==> config.mk <==
export PLATFORM = sky130hd
export DESIGN_NAME = psram_async_ctrl
export DESIGN_NICKNAME = d
export VERILOG_FILES = /design/src/rtl/psram_pkg.sv /design/src/rtl/psram_op_decode.sv /design/src/rtl/psram_array.sv /design/src/rtl/psram_cfg_regs.sv /design/src/rtl/psram_pwr_fsm.sv /design/src/rtl/psram_async_ctrl.sv
export SDC_FILE = /design/constraint.sdc
export NUM_CORES = 1
export LEC_CHECK = 0
export BUFFER_PORTS_ARGS = -buffer_cell sky130_fd_sc_hd__buf_2
export CAP_MARGIN = 5
export CELL_PAD_IN_SITES_DETAIL_PLACEMENT = 2
export CELL_PAD_IN_SITES_GLOBAL_PLACEMENT = 2
export CORE_MARGIN = 3
export CORE_UTILIZATION = 53
export CTS_BUF_LIST = sky130_fd_sc_hd__clkbuf_8
export DETAILED_ROUTE_END_ITERATION = 8
export HOLD_SLACK_MARGIN = 0.12
export PLACE_DENSITY = 0.85
export SYNTH_ARGS = -nofsm -noshare
export SYNTH_HDL_FRONTEND = slang
export SYNTH_SLANG_ARGS = --single-unit
==> constraint.sdc <==
create_clock -name clk -period 5.77 [get_ports clk]
set_input_delay 1.154 -clock clk [delete_from_list [all_inputs] [get_ports clk]]
set_output_delay 1.154 -clock clk [all_outputs]
set_load 0.02 [all_outputs]
==> src/rtl/psram_pkg.sv <==
package psram_pkg;

    typedef enum logic [2:0] {
        OP_NONE,
        OP_ARR_RD,
        OP_ARR_WR,
        OP_CFG_RD,
        OP_CFG_WR
    } op_e;

    typedef enum logic [1:0] {
        CFG_RCR,
        CFG_BCR,
        CFG_DID
    } cfg_sel_e;

    typedef enum logic [1:0] {
        ST_STBY,
        ST_SEL,
        ST_DPD
    } pwr_st_e;

    localparam int DATA_W     = 16;
    localparam int LANE_W     = 8;
    localparam int LANES      = DATA_W / LANE_W;
    localparam int DPD_BIT    = 4;
    localparam int SEL_LO_BIT = 18;

endpackage

==> src/rtl/psram_op_decode.sv <==
module psram_op_decode
    import psram_pkg::*;
(
    input  logic       ce_n,
    input  logic       we_n,
    input  logic       oe_n,
    input  logic       cre,
    input  logic       lb_n,
    input  logic       ub_n,
    input  logic       in_dpd,
    input  logic [1:0] a_sel,
    output op_e        op,
    output logic       lane_lo,
    output logic       lane_hi,
    output cfg_sel_e   cfg_sel
);

    always_comb begin
        op      = OP_NONE;
        lane_lo = 1'b0;
        lane_hi = 1'b0;
        if (!in_dpd && !ce_n) begin
            if (!we_n)      op = cre ? OP_CFG_WR : OP_ARR_WR;
            else if (!oe_n) op = cre ? OP_CFG_RD : OP_ARR_RD;
        end
        unique case (op)
            OP_ARR_RD, OP_ARR_WR: begin
                lane_lo = !lb_n;
                lane_hi = !ub_n;
            end
            OP_CFG_RD: begin
                lane_lo = 1'b1;
                lane_hi = 1'b1;
            end
            default: ;
        endcase
    end

    always_comb begin
        if (a_sel[0])      cfg_sel = CFG_DID;
        else if (a_sel[1]) cfg_sel = CFG_BCR;
        else               cfg_sel = CFG_RCR;
    end

endmodule

==> src/rtl/psram_array.sv <==
module psram_array
    import psram_pkg::*;
#(
    parameter int          DEPTH     = 16,
    parameter logic [15:0] LOST_WORD = 16'hDEAD,
    localparam int         IDX_W     = $clog2(DEPTH)
) (
    input  logic              clk,
    input  logic              rst_n,
    input  logic [IDX_W-1:0]  idx,
    input  logic [LANES-1:0]  wr_lane,
    input  logic [DATA_W-1:0] wdata,
    input  logic              lose,
    output logic [DATA_W-1:0] rdata
);

    for (genvar ln = 0; ln < LANES; ln++) begin : g_lane
        logic [LANE_W-1:0] mem [DEPTH];
        logic [DEPTH-1:0]  vld;

        always_ff @(posedge clk) begin
            if (wr_lane[ln]) mem[idx] <= wdata[ln*LANE_W +: LANE_W];
        end

        always_ff @(posedge clk or negedge rst_n) begin
            if (!rst_n)           vld <= '0;
            else if (lose)        vld <= '0;
            else if (wr_lane[ln]) vld[idx] <= 1'b1;
        end

        assign rdata[ln*LANE_W +: LANE_W] =
            vld[idx] ? mem[idx] : LOST_WORD[ln*LANE_W +: LANE_W];
    end

endmodule

==> src/rtl/psram_cfg_regs.sv <==
module psram_cfg_regs
    import psram_pkg::*;
#(
    parameter logic [15:0] RCR_RST   = 16'h0010,
    parameter logic [15:0] BCR_RST   = 16'h9D1F,
    parameter logic [15:0] DID_VALUE = 16'h0E5A
) (
    input  logic              clk,
    input  logic              rst_n,
    input  logic              wr_en,
    input  cfg_sel_e          sel,
    input  logic [DATA_W-1:0] wdata,
    input  logic              wake,
    output logic [DATA_W-1:0] rdata,
    output logic              rcr_b4
);

    logic [DATA_W-1:0] rcr_q;
    logic [DATA_W-1:0] bcr_q;

    always_ff @(posedge clk or negedge rst_n) begin
        if (!rst_n) begin
            rcr_q <= RCR_RST;
            bcr_q <= BCR_RST;
        end else if (wake) begin
            rcr_q[DPD_BIT] <= 1'b1;
        end else if (wr_en) begin
            unique case (sel)
                CFG_RCR: rcr_q <= wdata;
                CFG_BCR: bcr_q <= wdata;
                default: ;
            endcase
        end
    end

    always_comb begin
        unique case (sel)
            CFG_RCR: rdata = rcr_q;
            CFG_BCR: rdata = bcr_q;
            default: rdata = DID_VALUE;
        endcase
    end

    assign rcr_b4 = rcr_q[DPD_BIT];

endmodule

==> src/rtl/psram_pwr_fsm.sv <==
module psram_pwr_fsm
    import psram_pkg::*;
(
    input  logic clk,
    input  logic rst_n,
    input  logic ce_n,
    input  logic rcr_b4,
    output logic in_dpd,
    output logic wake,
    output logic lose
);

    pwr_st_e st_q;
    pwr_st_e st_nx;

    always_ff @(posedge clk or negedge rst_n) begin
        if (!rst_n) st_q <= ST_STBY;
        else        st_q <= st_nx;
    end

    always_comb begin
        st_nx = st_q;
        unique case (st_q)
            ST_STBY: begin
                if (!ce_n)        st_nx = ST_SEL;   // T_SELECT
                else if (!rcr_b4) st_nx = ST_DPD;   // T_SLEEP
            end
            ST_SEL: begin
                if (ce_n) st_nx = rcr_b4 ? ST_STBY : ST_DPD; // T_DESELECT / T_SLEEP
            end
            ST_DPD: begin
                if (!ce_n) st_nx = ST_SEL;          // T_WAKE
            end
            default: st_nx = ST_STBY;
        endcase
    end

    always_comb begin
        in_dpd = (st_q == ST_DPD);
        wake   = (st_q == ST_DPD) && (st_nx == ST_SEL);
        lose   = (st_q != ST_DPD) && (st_nx == ST_DPD);
    end

endmodule

==> src/rtl/psram_async_ctrl.sv <==
module psram_async_ctrl
    import psram_pkg::*;
#(
    parameter int          ADDR_W    = 22,
    parameter int          DEPTH     = 16,
    parameter logic [15:0] LOST_WORD = 16'hDEAD,
    parameter logic [15:0] BCR_RST   = 16'h9D1F,
    parameter logic [15:0] DID_VALUE = 16'h0E5A
) (
    input  logic              clk,
    input  logic              rst_n,
    input  logic              k_clk,
    input  logic              ce_n,
    input  logic              we_n,
    input  logic              oe_n,
    input  logic              lb_n,
    input  logic              ub_n,
    input  logic              cre,
    input  logic [ADDR_W-1:0] addr,
    input  logic [15:0]       dq_in,
    output logic [15:0]       dq_out,
    output logic              dq_oe_lo,
    output logic              dq_oe_hi
);

    localparam int IDX_W = $clog2(DEPTH);

    op_e               op;
    cfg_sel_e          cfg_sel;
    logic              lane_lo;
    logic              lane_hi;
    logic              st_dpd;
    logic              wake;
    logic              lose;
    logic              rcr_b4;
    logic              rd_cyc;
    logic [DATA_W-1:0] arr_rdata;
    logic [DATA_W-1:0] cfg_rdata;
    logic [LANES-1:0]  wr_lane;
    logic              unused_pins;

    psram_op_decode u_dec (
        .ce_n    (ce_n),
        .we_n    (we_n),
        .oe_n    (oe_n),
        .cre     (cre),
        .lb_n    (lb_n),
        .ub_n    (ub_n),
        .in_dpd  (st_dpd),
        .a_sel   (addr[SEL_LO_BIT +: 2]),
        .op      (op),
        .lane_lo (lane_lo),
        .lane_hi (lane_hi),
        .cfg_sel (cfg_sel)
    );

    psram_pwr_fsm u_fsm (
        .clk    (clk),
        .rst_n  (rst_n),
        .ce_n   (ce_n),
        .rcr_b4 (rcr_b4),
        .in_dpd (st_dpd),
        .wake   (wake),
        .lose   (lose)
    );

    assign wr_lane = (op == OP_ARR_WR) ? {lane_hi, lane_lo} : '0;

    psram_array #(
        .DEPTH     (DEPTH),
        .LOST_WORD (LOST_WORD)
    ) u_arr (
        .clk     (clk),
        .rst_n   (rst_n),
        .idx     (addr[IDX_W-1:0]),
        .wr_lane (wr_lane),
        .wdata   (dq_in),
        .lose    (lose),
        .rdata   (arr_rdata)
    );

    psram_cfg_regs #(
        .BCR_RST   (BCR_RST),
        .DID_VALUE (DID_VALUE)
    ) u_cfg (
        .clk    (clk),
        .rst_n  (rst_n),
        .wr_en  (op == OP_CFG_WR),
        .sel    (cfg_sel),
        .wdata  (addr[DATA_W-1:0]),
        .wake   (wake),
        .rdata  (cfg_rdata),
        .rcr_b4 (rcr_b4)
    );

    assign rd_cyc   = (op == OP_ARR_RD) || (op == OP_CFG_RD);
    assign dq_oe_lo = rd_cyc && lane_lo;
    assign dq_oe_hi = rd_cyc && lane_hi;
    assign dq_out   = (op == OP_CFG_RD) ? cfg_rdata : arr_rdata;

    assign unused_pins = ^{k_clk, addr[ADDR_W-1:SEL_LO_BIT+2], addr[SEL_LO_BIT-1:DATA_W]};

endmodule

# Word level (Yosys, flattened, before mapping)
# Memory sizes are Yosys's and may differ from the RTL's.
# Index checks and enable logic that the tools add are counted.
# classes
order_cmp	2
n_eq_ne	10
n_mux	37
bitwise	3
reduce_logical	21
# op_table
operator	n
16-bit two-way mux	5
16-bit bitwise OR	2
16-bit one-hot mux with 2 select lines	1
2-bit two-way mux	8
8-bit two-way mux	2
3-bit two-way mux	4
5-bit two-way mux	2
1-bit two-way mux	9
1-bit binary-select mux with 4-bit select	2
2-bit nonzero test	4
2-bit by 1-bit equality test with 1-bit output (second input constant)	3
3-bit by 2-bit equality test with 1-bit output (second input constant)	2
1-bit logical AND	6
2-bit one-hot mux with 3 select lines	1
3-bit AND reduction	2
4-bit by 5-bit < comparator with 1-bit output (second input constant)	1
1-bit demux with 4-bit select	1
2-bit equality test (second input constant)	2
4-bit by 1-bit >= comparator with 1-bit output (second input constant)	1
1-bit logical NOT	4
2-bit logical NOT	2
1-bit one-hot mux with 2 select lines	2
3-bit by 1-bit equality test with 1-bit output (second input constant)	1
3-bit equality test (second input constant)	1
5 further kinds	5
# totals
ff_bits	66
ramBits	256
in_bits	47
out_inout_bits	18
elab_cells	81
memories	2
# memory_table
memory	depth	width	read_ports	rd_ports_with_merged_regs	write_ports	line_no	source
u_arr.g_lane[0].mem	16	8	1	0	1	psram_array.sv:18	logic [LANE_W-1:0] mem [DEPTH];
u_arr.g_lane[1].mem	16	8	1	0	1	psram_array.sv:18	

# Depth between registers and ports, before layout
# logic_depth
ltp_word	10
mapped_depth	7
ltp_nobuf	4

# Modules after synthesis
# Synthesis repeated with hierarchy kept, for this count alone.
# unflattened
cells_unflattened	710
hier_area_um2	13284.0
# modules_own_cells
module	n_inst	cells_per_inst	area_each_um2	seq_area_each_um2
psram_array	1	557	11263.3	8488.1
psram_cfg_regs	1	109	1517.7	814.5
psram_async_ctrl	1	23	299.0	0.0
psram_op_decode	1	13	103.8	0.0
psram_pwr_fsm	1	8	100.1	50.0

# Least setup slack after synthesis
# Ideal clock, no wire load.
# synth_path
kind	input port to output port
startpoint	input port addr[3]
endpoint	output port dq_out[13]
arrival_time_ns	2.667
required_ns	4.616
setup_slack_ns	1.949
cell_stages	6
n_path_buf	2
path_cell_list	clkbuf_1 -> nor2b_1 -> clkbuf_1 -> a22o_1 -> nor2_1 -> o31ai_1
# synth_between
elab_chain_cells	4
word_cells_on_any_way	5
cone_classes	mux (4); memory (1)
# synth_lines
element	line_no	source
from (decl)	psram_async_ctrl.sv:19	input logic [ADDR_W-1:0] addr,
1-bit binary-select mux with 4-bit select	psram_array.sv:32	vld[idx] ? mem[idx] : LOST_WORD[ln*LANE_W +: LANE_W];
1-bit two-way mux (implied by the code)	psram_array.sv:32	
8-bit two-way mux *	psram_array.sv:32	
16-bit two-way mux *	psram_async_ctrl.sv:99	assign dq_out = (op == OP_CFG_RD) ? cfg_rdata : arr_rdata;
to (decl)	psram_async_ctrl.sv:21	output logic [15:0] dq_out,
# Every way passes the cells marked *; elsewhere a longest branch is shown, timed or not. The select of a mux whose other input is x is not followed.

# Worst setup path after layout
# layout_path
startpoint	input port addr[0]
endpoint	output port dq_out[9]
# The elaborated chain is that of the path after synthesis.

==> flow_metrics.py <==
metrics = {
    "run_status": {
        "outcome": "completed",
    },
    "setup_path": {
        "slowest_stage": "mux4_1",
        "crit_type": "input port to output pin",
        "endpoint_kind": "output pin",
        "path_cells": "buf_6 > mux4_1 > a22o_1 > o21ai_2 > o32a_1 > buf_2",
        "cp.required_ns": 4.62,
        "cp.arrival_ns": 3.80,
        "path_max_fanout": 78,
        "max_stage_delay_ns": 0.72,
        "worstSetupStartpointType": "input port",
    },
    "synthesis": {
        "synth_seq_cells": 322,
        "async_flop_share": 0.2050,
        "yosysWarnings": 0,
        "synthFlopType": "edfxtp_1",
        "synth_top_area_cell": "edfxtp_1",
        "yosysSeqAreaShare": 0.7095,
        "ys_top_cells_by_area": "edfxtp_1 58%, mux4_2 12%, dfrtp_1 10%, mux2_2 3.0%, dfstp_2 2.2%",
        "synth.top_cell.area_share": 0.5832,
        "syn_area_um2": 13180,
        "syn_nets": 741,
        "synth_area_per_cell_um2": 18.99,
        "synth_edf_count": 256,
        "syn_inst": 694,
        "synth_cell_types": 48,
    },
    "layout": {
        "synthToLayoutAreaGrowth_pct": 12.91,
        "antenna_cells": 0,
        "layout_common_cells": "256 x edfxtp_1, 71 x mux4_2, 65 x clkbuf_8",
        "layout_commonest_cell": "edfxtp_1",
        "fin_area_um2": 14880,
        "fin_cells": 1150,
        "drive_above_1_share": 0.3668,
        "finalNetCount": 831,
    },
    "grt": {
        "globalRouteOverflowTotal": 0,
        "grt_pass1_vias": 8599,
        "grt_pass1_wl_um": 67030,
        "track_usage": 0.3563,
        "grt_max_degree": 83,
        "antenna_found_initial": 0,
    },
    "timing": {
        "skew_ns": 0.03734,
        "tns_ns": 0,
        "fmax_ghz": 0.2020,
        "post-route-min-period_ns": 4.951,
        "slew_headroom": 0.1964,
        "slew_viol_final": 0,
        "setup_viol_count_final": 0,
        "fin_crit_sh": 0.8581,
        "hold_violations": 0,
        "rsz0062_at_grt": "no",
        "whs_ns": 0.5232,
        "worstMarginPinSlew_ns": 1.205,
    },
    "clocking": {
        "clock_tree.buffer_depth": 3,
        "postCtsSetupRepairBufs": 0,
        "cts_resized": 0,
        "clk_pin_slew_ns": 0.07,
        "cts_tree": "yes",
        "htreeDepth": 2,
        "root_buffer": "clkbuf_8",
        "numCtsBuffers": 52,
        "clkSinkCount": 322,
        "clock_latency_ns": 0.62,
        "cts.hold.buffers_added": 0,
    },
    "floorplanning": {
        "pin_count": 65,
        "die_y_um": 163.7,
        "initial_core_util": 0.5404,
        "rows": 57,
        "dieWidth_um": 163.7,
        "die_area_um2": 26800,
        "core_um2": 24390,
    },
    "power_and_ir_drop": {
        "pwr-share-comb": 0.091,
        "seqPwrFrac": 0.512,
        "p_sw_frac": 0.2685,
        "power_leakage_nw": 5.221,
        "p_sw_mw": 1.408,
        "power.share.clock": 0.397,
        "p_int_mw": 3.837,
        "ir_drop_mv": 0.2958,
        "power_density_nw_per_um2": 352.4,
    },
    "detailed_routing": {
        "ant_nets": 0,
        "vias": 8052,
        "drt_pass1_iterations": 5,
        "wirelength_um": 46540,
        "drt_iter0_markers": 1127,
        "post_drt_via_cell_ratio": 7.002,
        "drcViolationCount": 0,
        "wl_per_cell_um": 40.47,
    },
    "flow_run": {
        "maxCapViolCount": 0,
    },
    "placement": {
        "post-dp-hpwl_um": 25460,
        "placed_cells": 1054,
        "port-buffer-count": 59,
        "place_congestion": 0.7755,
        "placed_area_um2": 13830,
    },
    "worst_hold_path": {
        "min_path_type": "register to register",
    },
}
registers in the layout, indices dropped and copies added (netlist names):
name,count
u_cfg.rcr_q,16
u_cfg.bcr_q,16
u_arr.g_lane.vld,32
u_fsm.st_q,2
u_arr.g_lane.mem,256
layer usage:
metal | track usage | wire length, µm | up-vias
met5 | 0 | 0 | -
met4 | 0.1246 | 1679 | 0
met3 | 0.06255 | 3765 | 120
met2 | 0.5809 | 22660 | 590
met1 | 0.4910 | 18440 | 4322
li1 | - | - | 3020
per-stage QoR:
stage / power, mW / setup WS (ns) / utilization
after floorplan: 2.951 / 1.949 / -
after global placement: 3.064 / 1.007 / 0.5671
after detailed placement: 3.145 / 0.8874 / 0.5671
after CTS: 5.248 / 0.8256 / 0.6102
after global routing: 5.389 / 0.6508 / 0.6102
final: 5.245 / 0.8186 / 0.6102
power groups by stage:
stage / clock (mW) / combinational (mW) / sequential (mW)
2_1_floorplan: 0 / 0.273 / 2.68
3_3_place_gp: 0 / 0.379 / 2.68
3_5_place_dp: 0 / 0.435 / 2.71
4_1_cts: 2.10 / 0.471 / 2.68
5_1_grt: 2.21 / 0.500 / 2.68
6_report: 2.08 / 0.479 / 2.68
worst max-delay path, delay by kind of cell:
family          cells  cell delay (ns)
buf+inv             2             0.85
mux                 1             0.72
compound gates      3             0.96
cells in the mapped netlist, drive strengths merged (4+ instances only):
cell type and number:
edfxtp 256, mux4 72, dfrtp 55, nor2 47, mux2 35, buf 27, a22oi 22, clkbuf 22
nor4 18, a41oi 16, o21a 16, nand2 13, a22o 11, dfstp 11, mux2i 9, nor2b 9
o22a 7, nand2b 6, nand3 5, a21oi 4, o32a 4
path summary, 6_finish.rpt:
kind	startpoint	end	slack, ns	cells after the start
setup / recovery	addr[0]	dq_out[9]	0.82	6
hold / removal	u_cfg.rcr_q[14]$_DFFE_PN0P_	u_cfg.rcr_q[14]$_DFFE_PN0P_	0.52	1
setup reg to reg	u_fsm.st_q[1]$_DFF_PN0_	u_arr.g_lane[1].mem[6][2]$_DFFE_PP_	2.68	4
hold reg to reg	u_cfg.rcr_q[14]$_DFFE_PN0P_	u_cfg.rcr_q[14]$_DFFE_PN0P_	0.52	1
max in group asynchronous	rst_n	u_arr.g_lane[1].vld[9]$_DFFE_PN0P_	4.36	2
min in group asynchronous	rst_n	u_cfg.rcr_q[12]$_DFFE_PN0P_	0.79	2
area by class of cell:
type,count,area (µm²)
Fill cell,1995,9508
Clock buffer,65,894.6
Tap cell,324,405.4
Sequential cell,322,9353
Inverter,3,11.26
Multi-Input combinational cell,320,3565
Clock inverter,31,155.1
Timing Repair Buffer,85,499.2
logic make-up after synthesis:
logic type	count (synthesis)	synth area share
flip-flops	322	0.7095
AO/OA/AOI/OAI	95	0.05942
buffers and inverters	52	0.02354
multiplexers	116	0.1600
AND/OR/NAND/NOR	109	0.04746
(Power assumes the default switching activity.)
